File: src/rtl/bdctl_pkg.sv
package bdctl_pkg;
  localparam int DW      = 32;
  localparam int AW      = 8;
  localparam int FRAME_W = DW + AW;
  localparam int NUM_RW  = 3;

  typedef logic [DW-1:0] word_t;
  typedef logic [AW-1:0] addr_t;

  localparam addr_t A_MODE = 8'h00;
  localparam addr_t A_MUX  = 8'h01;
  localparam addr_t A_HDMI = 8'h02;
  localparam addr_t A_DIP  = 8'h08;
  localparam addr_t A_RST  = 8'h80;
  localparam addr_t A_VER  = 8'hFF;

  // address of the i-th plain read/write configuration word
  function automatic addr_t rw_addr(input int i);
    case (i)
      0:       return A_MODE;
      1:       return A_MUX;
      default: return A_HDMI;
    endcase
  endfunction
endpackage

File: src/rtl/bdctl_sync.sv
module bdctl_sync #(
  parameter int             W       = 1,
  parameter int             STAGES  = 2,
  parameter logic [W-1:0]   RST_VAL = '0
) (
  input  logic         clk,
  input  logic         rst_n,
  input  logic [W-1:0] d,
  output logic [W-1:0] q
);
  logic [STAGES-1:0][W-1:0] st;

  always_ff @(posedge clk or negedge rst_n) begin
    if (!rst_n) begin
      st <= {STAGES{RST_VAL}};
    end else begin
      st[0] <= d;
      for (int s = 1; s < STAGES; s++) st[s] <= st[s-1];
    end
  end

  assign q = st[STAGES-1];
endmodule

File: src/rtl/bdctl_rx.sv
module bdctl_rx
  import bdctl_pkg::*;
(
  input  logic  clk,
  input  logic  rst_n,
  input  logic  s_clk,
  input  logic  s_stb_n,
  input  logic  s_din,
  output logic  sclk_fall,
  output logic  cmd_wr,
  output logic  cmd_rd,
  output addr_t cmd_addr,
  output word_t cmd_data
);
  logic               clk_q;
  logic               sclk_rise;
  logic [FRAME_W-1:0] frame_q;

  assign sclk_rise = s_clk & ~clk_q;
  assign sclk_fall = ~s_clk & clk_q;

  always_ff @(posedge clk or negedge rst_n) begin
    if (!rst_n) begin
      clk_q   <= 1'b0;
      frame_q <= '0;
    end else begin
      clk_q <= s_clk;
      if (sclk_rise && s_stb_n) frame_q <= {frame_q[FRAME_W-2:0], s_din};
    end
  end

  // commit: strobe-qualified rising edge, data line carries the command
  assign cmd_wr   = sclk_rise & ~s_stb_n & s_din;
  assign cmd_rd   = sclk_rise & ~s_stb_n & ~s_din;
  assign cmd_addr = frame_q[AW-1:0];
  assign cmd_data = frame_q[FRAME_W-1:AW];
endmodule

File: src/rtl/bdctl_regs.sv
module bdctl_regs
  import bdctl_pkg::*;
#(
  parameter int RST_CYCLES = 16
) (
  input  logic  clk,
  input  logic  rst_n,
  input  logic  cmd_wr,
  input  addr_t cmd_addr,
  input  word_t cmd_data,
  input  word_t dip_s,
  input  word_t version_i,
  output word_t rd_word,
  output word_t mode_o,
  output word_t mux_o,
  output word_t hdmi_o,
  output logic  board_rst_o
);
  localparam int CNT_W = $clog2(RST_CYCLES + 1);

  word_t            rw_val [NUM_RW];
  word_t            rstw_q;
  logic [CNT_W-1:0] pulse_cnt;

  for (genvar g = 0; g < NUM_RW; g++) begin : g_rw
    word_t q_r;
    always_ff @(posedge clk or negedge rst_n) begin
      if (!rst_n)                                  q_r <= '0;
      else if (cmd_wr && cmd_addr == rw_addr(g))   q_r <= cmd_data;
    end
    assign rw_val[g] = q_r;
  end

  always_ff @(posedge clk or negedge rst_n) begin
    if (!rst_n) begin
      rstw_q    <= '0;
      pulse_cnt <= '0;
    end else if (cmd_wr && cmd_addr == A_RST) begin
      rstw_q <= cmd_data;
      if (cmd_data[0]) pulse_cnt <= CNT_W'(RST_CYCLES);
    end else if (pulse_cnt != '0) begin
      pulse_cnt <= pulse_cnt - 1'b1;
      if (pulse_cnt == CNT_W'(1)) rstw_q <= '0;
    end
  end

  always_comb begin
    rd_word = '0;
    for (int i = 0; i < NUM_RW; i++)
      if (cmd_addr == rw_addr(i)) rd_word = rw_val[i];
    if (cmd_addr == A_DIP) rd_word = dip_s;
    if (cmd_addr == A_VER) rd_word = version_i;
    if (cmd_addr == A_RST) rd_word = rstw_q;
  end

  assign mode_o      = rw_val[0];
  assign mux_o       = rw_val[1];
  assign hdmi_o      = rw_val[2];
  assign board_rst_o = (pulse_cnt != '0);
endmodule

File: src/rtl/bdctl_tx.sv
module bdctl_tx
  import bdctl_pkg::*;
(
  input  logic  clk,
  input  logic  rst_n,
  input  logic  load,
  input  word_t load_word,
  input  logic  sclk_fall,
  output logic  ser_dout_o
);
  localparam int LEFT_W = $clog2(DW + 1);

  word_t             sh_q;
  logic [LEFT_W-1:0] left_q;
  logic              fresh_q;

  always_ff @(posedge clk or negedge rst_n) begin
    if (!rst_n) begin
      sh_q    <= '0;
      left_q  <= '0;
      fresh_q <= 1'b0;
    end else if (load) begin
      sh_q    <= load_word;
      left_q  <= LEFT_W'(DW);
      fresh_q <= 1'b1;
    end else if (sclk_fall && left_q != '0) begin
      if (fresh_q) begin
        fresh_q <= 1'b0;  // falling edge of the committing pulse
      end else begin
        sh_q   <= {sh_q[DW-2:0], 1'b0};
        left_q <= left_q - 1'b1;
      end
    end
  end

  assign ser_dout_o = (left_q != '0) ? sh_q[DW-1] : 1'b1;
endmodule

File: src/rtl/bdctl_serial_slave.sv
module bdctl_serial_slave
  import bdctl_pkg::*;
#(
  parameter int RST_CYCLES  = 16,
  parameter int SYNC_STAGES = 2
) (
  input  logic          clk,
  input  logic          rst_n,
  input  logic          ser_clk_i,
  input  logic          ser_stb_n_i,
  input  logic          ser_din_i,
  output logic          ser_dout_o,
  input  logic [DW-1:0] dip_i,
  input  logic [DW-1:0] version_i,
  output logic [DW-1:0] mode_o,
  output logic [DW-1:0] mux_o,
  output logic [DW-1:0] hdmi_o,
  output logic          board_rst_o
);
  logic [2:0] pins_s;
  word_t      dip_s;
  logic       sclk_fall;
  logic       cmd_wr;
  logic       cmd_rd;
  addr_t      cmd_addr;
  word_t      cmd_data;
  word_t      rd_word;

  bdctl_sync #(.W(3), .STAGES(SYNC_STAGES), .RST_VAL(3'b010)) u_pin_sync (
    .clk(clk), .rst_n(rst_n),
    .d({ser_clk_i, ser_stb_n_i, ser_din_i}), .q(pins_s)
  );

  bdctl_sync #(.W(DW), .STAGES(SYNC_STAGES), .RST_VAL('0)) u_dip_sync (
    .clk(clk), .rst_n(rst_n), .d(dip_i), .q(dip_s)
  );

  bdctl_rx u_rx (
    .clk(clk), .rst_n(rst_n),
    .s_clk(pins_s[2]), .s_stb_n(pins_s[1]), .s_din(pins_s[0]),
    .sclk_fall(sclk_fall), .cmd_wr(cmd_wr), .cmd_rd(cmd_rd),
    .cmd_addr(cmd_addr), .cmd_data(cmd_data)
  );

  bdctl_regs #(.RST_CYCLES(RST_CYCLES)) u_regs (
    .clk(clk), .rst_n(rst_n),
    .cmd_wr(cmd_wr), .cmd_addr(cmd_addr), .cmd_data(cmd_data),
    .dip_s(dip_s), .version_i(version_i), .rd_word(rd_word),
    .mode_o(mode_o), .mux_o(mux_o), .hdmi_o(hdmi_o),
    .board_rst_o(board_rst_o)
  );

  bdctl_tx u_tx (
    .clk(clk), .rst_n(rst_n),
    .load(cmd_rd), .load_word(rd_word), .sclk_fall(sclk_fall),
    .ser_dout_o(ser_dout_o)
  );
endmodule

File: config.mk
export PLATFORM = sky130hd
export DESIGN_NAME = bdctl_serial_slave
export DESIGN_NICKNAME = d
export VERILOG_FILES = /design/src/rtl/bdctl_pkg.sv /design/src/rtl/bdctl_sync.sv /design/src/rtl/bdctl_rx.sv /design/src/rtl/bdctl_regs.sv /design/src/rtl/bdctl_tx.sv /design/src/rtl/bdctl_serial_slave.sv
export SDC_FILE = /design/constraint.sdc
export NUM_CORES = 1
export LEC_CHECK = 0
export CAP_MARGIN = 40
export CORE_ASPECT_RATIO = 0.75
export CORE_MARGIN = 2
export CORE_UTILIZATION = 55
export DETAILED_ROUTE_END_ITERATION = 6
export GPL_TIMING_DRIVEN = 0
export HOLD_SLACK_MARGIN = 0.1
export PLACE_DENSITY = 0.8
export SYNTH_ARGS = -nofsm -noshare
export SYNTH_HDL_FRONTEND = slang
export SYNTH_SLANG_ARGS = --single-unit
File: constraint.sdc
create_clock -name clk -period 2.46 [get_ports clk]
set_input_delay 0.492 -clock clk [delete_from_list [all_inputs] [get_ports clk]]
set_output_delay 0.492 -clock clk [all_outputs]
set_load 0.03 [all_outputs]
# Word level (Yosys, flattened, before mapping)
# Index checks and enable logic that the tools add are counted.
[totals]
regBits = 283
in_bits = 69
out_inout_bits = 98
wordCells = 69
[op_classes]
n_addsub = 2
eq_ne = 8
mux = 21
bitwise = 9
reduce_logical = 15
[op_table]
columns = ["cell", "n"]
rows = [
  ["32-bit two-way mux", 12],
  ["6-bit two-way mux", 3],
  ["8-bit == test, second input constant", 2],
  ["5-bit two-way mux", 3],
  ["8-bit by 1-bit == test with 1-bit output, second input constant", 1],
  ["8-bit by 2-bit == test with 1-bit output, second input constant", 1],
  ["8-bit by 4-bit == test with 1-bit output, second input constant", 1],
  ["8-bit zero test", 1],
  ["1-bit logical AND", 6],
  ["2-bit AND reduction", 3],
  ["2-bit nonzero test", 3],
  ["6-bit nonzero test", 1],
  ["6-bit by 1-bit subtractor with 6-bit output, second input constant", 1],
  ["1-bit bitwise AND", 5],
  ["5-bit by 1-bit == test with 1-bit output, second input constant", 1],
  ["5-bit nonzero test", 1],
  ["5-bit by 1-bit subtractor with 5-bit output, second input constant", 1],
  ["2-bit inequality test, second input constant", 2],
  ["1-bit NOT", 4],
  ["1-bit two-way mux", 3],
]

# Depth between registers and ports, before layout
[logic_depth]
ltp_word = 8
ltp_mapped = 8
depth_no_buf = 6

# Modules after synthesis
# Synthesis repeated with hierarchy kept, for this count alone.
[unflattened]
cells_unflattened = 1046
area_unflattened_um2 = 12699.7
[modules_own_cells]
columns = ["mod", "n_inst", "cells_per_inst", "area_per_inst_um2", "seq_area_each_um2"]
rows = [
  ["bdctl_regs", 1, 586, 6591.3, 3328.2],
  ["bdctl_tx", 1, 266, 2498.6, 975.9],
  ["bdctl_sync (u_dip_sync)", 1, 96, 1841.8, 1601.5],
  ["bdctl_rx", 1, 89, 1592.8, 1026.0],
  ["bdctl_sync (u_pin_sync)", 1, 9, 175.2, 152.6],
]

# Least setup slack after synthesis
# Ideal clock, no wire load.
[synth_path]
path_type = "reg-to-reg"
startpoint = "register u_rx.frame_q[5]"
endpoint = "register u_regs.g_rw[1].q_r[10] (netlist: u_regs.mux_o[10])"
setup_time_ns = 0.125
arrival_time_ns = 2.055
required_ns = 2.335
setup_slack_ns = 0.280
stages_incl_launch_ff = 7
path_buffers = 2
period_less_slack_ns = 2.180
path_cell_list = "dfrtp_1 -> or3_1 -> buf_6 -> nor4_4 -> nand4b_4 -> buf_6 -> mux2_4"
[synth_between]
elab_chain_len = 2
[synth_rtl]
columns = ["item", "line_no", "source"]
rows = [
  ["from (decl)", "bdctl_rx.sv:17", "logic [FRAME_W-1:0] frame_q;"],
  ["from (signal assigned)", "bdctl_rx.sv:28", "if (sclk_rise && s_stb_n) frame_q <= {frame_q[FRAME_W-2:0], s_din};"],
  ["8-bit by 1-bit == test with 1-bit output", "bdctl_regs.sv:29", "else if (cmd_wr && cmd_addr == rw_addr(g)) q_r <= cmd_data;"],
  ["1-bit logical AND", "bdctl_regs.sv:29", ""],
  ["to (signal assigned)", "bdctl_regs.sv:29", ""],
  ["to (decl)", "bdctl_regs.sv:26", "word_t q_r;"],
]
# No other way between the ends.
# A chain may end at the register's enable or synchronous reset.

# Final worst setup path
[layout_path]
startpoint = "register u_pin_sync.st (netlist bit u_pin_sync.q[0])"
endpoint = "register u_tx.sh_q[21]"
[layout_between]
elab_chain_len = 4
elab_cells_between_ends = 6
classes_between = "1 x eq/ne; 1 x mux; 2 x bitwise; 2 x reduce/logical"
[layout_rtl]
columns = ["item", "line_no", "source"]
rows = [
  ["from (decl)", "bdctl_sync.sv:11", "logic [STAGES-1:0][W-1:0] st;"],
  ["from (signal assigned)", "bdctl_sync.sv:15", "st <= {STAGES{RST_VAL}};"],
  ["1-bit NOT (*)", "bdctl_rx.sv:34", "assign cmd_rd = sclk_rise & ~s_stb_n & ~s_din;"],
  ["1-bit bitwise AND (*)", "bdctl_rx.sv:34", ""],
  ["2-bit inequality test (no source line) or 2-bit nonzero test (tied branches)", "n/a", ""],
  ["2-bit AND reduction (no source line)", "n/a", ""],
  ["to (signal assigned)", "bdctl_tx.sv:23", "sh_q <= load_word;"],
  ["to (signal assigned)", "bdctl_tx.sv:30", "sh_q <= {sh_q[DW-2:0], 1'b0};"],
  ["to (decl)", "bdctl_tx.sv:13", "word_t sh_q;"],
]
# Every way passes the cells marked *; elsewhere a longest branch is shown, timed or not.

==> impl_metrics.json <==
{
  "status": "completed",
  "post_synth_main_area_contributors": "sky130_fd_sc_hd__dfrtp_1, sky130_fd_sc_hd__mux2_2, sky130_fd_sc_hd__mux2_4",
  "part_of_the_power_in_the_clock_network_pct": 35.0,
  "post_synth_and_or_nand_nor_area_fraction_pct": 7.10,
  "part_of_the_total_power_dissipated_in_combinational_logic_pct": 17.9,
  "globalRouteOverflowTotal": 0,
  "timing.max_slew.rel_slack_pct": 49.3,
  "post_synth_top_area_share_pct": 59.8,
  "report.final.setup_viol": 0,
  "post_synth_xor_area_fraction_pct": 0.223,
  "die_width_um": 173,
  "antenna_cells_inserted": 0,
  "sequential_share_of_power_pct": 47.1,
  "cts_made_buffers": 27,
  "setup_slack_ns": 0.0838,
  "num_vias": 8621,
  "cp_max_fo": 10,
  "clockBufferDepth": 3,
  "drc_errors": 0,
  "fp.dieH_um": 131,
  "finalCoreUtilization_pct": 70.5,
  "detailedPlace.worstSlack_ns": -0.0913,
  "number_of_iterations_in_the_first_detailed_routing_pass": 5,
  "synth.ff_latch_count": 283,
  "boundaryPins": 167,
  "synthAdderAreaFrac_pct": 0.532,
  "gp_congestion": 0.876,
  "postSynthAreaPerCell_um2": 12.7,
  "report.final.hold_viol_count": 0,
  "power.share.switching_pct": 28.7,
  "synth.yosys.seq_area_share_pct": 60.3,
  "finalNetCount": 1208,
  "synth.largest_area_cell": "sky130_fd_sc_hd__dfrtp_1",
  "vias_per_cell": 5.97,
  "final_slew_violations": 0,
  "die_area_um2": 22600,
  "net_count_of_the_mapped_netlist": 999,
  "rows": 46,
  "cts.root.buffer_cell": "sky130_fd_sc_hd__clkbuf_16",
  "n_fill_cell": 1517,
  "internal_power_uw": 8230,
  "cell_area_after_synthesis_um2": 11800,
  "hold_path.class": "register to register",
  "critical_path.endpoint_type": "register",
  "post_route_cells_drive_above_1_share_pct": 19.7,
  "dp.final_hpwl_um": 20300,
  "p_per_area_nw_per_um2": 777,
  "antenna_found_initial": 0,
  "starting_density_of_the_core_pct": 55.8,
  "clk_pin_slew_worst_paths_ns": 0.06,
  "grt_start_max_net_pins": 128,
  "final_min_period_over_clock_period_pct": 96.6,
  "fmax_ghz": 0.421,
  "largest_family_of_logic_cells_by_synthesized_area": "multiplexers",
  "synthesis.instances": 925,
  "core_ar_um2": 21100,
  "grt_use_total_pct": 27.4,
  "placedCellCount": 1383,
  "setup.worst_path.start_class": "register",
  "synth.yosys.warnings": 0,
  "rsz_0062_raised_after_global_routing": "false",
  "timing.critical_path.required_ns": 2.84,
  "clkSinkCount": 283,
  "buffer_ports.inserted": 166,
  "grt_first_pass_wirelength_um": 47900,
  "synthMostInstantiatedCell": "sky130_fd_sc_hd__dfrtp_1",
  "worstSetupPathType": "register to register",
  "vdd.ir_drop.worst_uv": 544,
  "area.growth.synth_to_final_pct": 26.3,
  "ant_nets": 0,
  "synth_commonest_cells": "sky130_fd_sc_hd__dfrtp_1, sky130_fd_sc_hd__nand2_1, sky130_fd_sc_hd__mux2_2",
  "tightest_slew_ns": 0.760,
  "clk-insertion-delay-late_ns": 0.54,
  "period_minus_slack_ns": 2.38,
  "cts-htree-levels": 1,
  "drt_wl_total_um": 30900,
  "cp_data_arrival_time_ns": 2.76,
  "tritoncts": "done",
  "post_synth_mux_area_share_pct": 14.0,
  "synth_compound_area_share_pct": 13.8,
  "netSwitchingPower_uw": 3310,
  "instances_no_fill": 1443,
  "yosys_most_used_dff": "sky130_fd_sc_hd__dfrtp_1",
  "power.static_leakage_uw": 0.00671,
  "detail_route.iter0.violations": 724,
  "async_set_reset_flop_share_out_of_synthesis_pct": 100,
  "max_cap_viol_count": 0,
  "number_of_synthesized_flops_with_an_enable_pin": 0,
  "vias_in_the_first_global_route": 8365,
  "worst_clock_skew_ns": 0.0110,
  "synth_cell_type_count": 46,
  "routedWlPerCell_um": 21.4
}
placed cells by master (no fill, tap or decap), drive strengths merged, types with 3 or more instances in the layout:
cell           Yosys  layout
o21ai             41      41
nand3              5       5
clkinv             0       5
nor4               5       5
nand3b             3       3
buf               24      41
nand2            106     106
o211ai            31      31
a211o             31      31
inv               38      39
nor2              39      39
nor4b              3       3
a22o              31      31
clkbuf            43      85
ha                 5       5
nor3               3       3
a221oi            31      31
a211oi             3       3
a32oi             30      30
dfrtp            281     281
mux2i              5       5
nand2b             3       3
a21oi              9       9
mux2             132     132
clkdlybuf4s50      0     163
timing repair:
action	4_1_cts	5_1_grt
hold buffers	1	0
pin swaps	1	1
resized for setup	15	20
setup buffers	3	6
setup endpoints to repair	89	91
hold endpoints to repair	37	0
cloned	0	0
layout make-up:
type / count / area (um2) / area share [%]
Sequential cell: 283 / 7080 / 47.7
Multi-Input combinational cell: 537 / 4220 / 28.4
Timing Repair Buffer: 180 / 1800 / 12.1
Clock buffer: 44 / 840 / 5.66
Buffer: 67 / 362 / 2.44
Tap cell: 288 / 360 / 2.43
Inverter: 38 / 143 / 0.961
Clock inverter: 6 / 33.8 / 0.228
through the flow:
stage | power [uW] | hold slack (ns) | TNS (ns) | cell area [um2]
final | 11500 | 0.348 | 0 | 14800
after global routing | 12000 | 0.351 | 0 | 14800
after CTS | 11500 | 0.350 | 0 | 14800
after detailed placement | 7450 | 0.335 | -1.58 | 13800
after global placement | 7360 | 0.332 | -3086.92 | 13800
after floorplan | 6670 | 0.196 | 0 | 11800
kinds of logic (layout without fill, tap and decap cells):
group / Yosys count / count (layout)
XOR/XNOR: 3 / 3
AND/OR/NAND/NOR: 179 / 179
multiplexers: 137 / 137
AO/OA/AOI/OAI: 213 / 213
flip-flops: 283 / 283
buffers and inverters: 105 / 335
adder cells (fa/ha/maj): 5 / 5
path summary, 6_finish.rpt:
path / slack [ns] / endpoint / startpoint / cells after the start
min reg2reg: 0.35 / u_dip_sync.q[10]$_DFF_PN0_ / u_dip_sync.st[10]$_DFF_PN0_ / 0
max in group asynchronous: 1.12 / u_dip_sync.st[19]$_DFF_PN0_ / rst_n / 3
max reg2reg: 0.08 / u_tx.sh_q[21]$_DFFE_PN0P_ / u_pin_sync.q[0]$_DFF_PN0_ / 6
min in group asynchronous: 0.44 / u_pin_sync.st[0]$_DFF_PN0_ / rst_n / 2
max: 0.08 / u_tx.sh_q[21]$_DFFE_PN0P_ / u_pin_sync.q[0]$_DFF_PN0_ / 6
min: 0.35 / u_dip_sync.q[10]$_DFF_PN0_ / u_dip_sync.st[10]$_DFF_PN0_ / 0
power by group through the flow:
stage | Clock [uW] | Sequential [uW] | Combinational, uW
finish | 4040 | 5440 | 2060
global route | 4290 | 5490 | 2240
CTS | 4090 | 5420 | 2020
detailed placement | 0 | 5480 | 1970
global placement | 0 | 5470 | 1890
floorplan | 0 | 5390 | 1280
layer usage:
metal	routed length, um	vias to the layer above	global-route usage, %
met3	2320	73	4.20
li1	-	3780	-
met5	0	-	0
met1	14000	4360	41.2
met2	13600	408	41.3
met4	884	0	9.07
registers in the layout, summed over array words and instances (netlist names):
register          flops
u_regs.hdmi_o        32
u_tx.sh_q            32
u_rx.frame_q         40
u_regs.mux_o         32
u_tx.left_q           6
u_regs.pulse_cnt      5
u_pin_sync.q          3
u_dip_sync.st        32
u_regs.rstw_q        32
u_regs.mode_o        32
u_rx.clk_q            1
u_pin_sync.st         3
u_tx.fresh_q          1
u_dip_sync.q         32
worst max-delay path, cell delays in order, from the launching register on:
cell and delay (ns):
sky130_fd_sc_hd__dfrtp_1 0.45, sky130_fd_sc_hd__or4b_2 0.68, sky130_fd_sc_hd__clkbuf_1 0.20, sky130_fd_sc_hd__clkbuf_2 0.25
sky130_fd_sc_hd__clkbuf_2 0.24, sky130_fd_sc_hd__a221oi_1 0.29, sky130_fd_sc_hd__a32oi_1 0.11
Power figures use the tool's default switching activity.
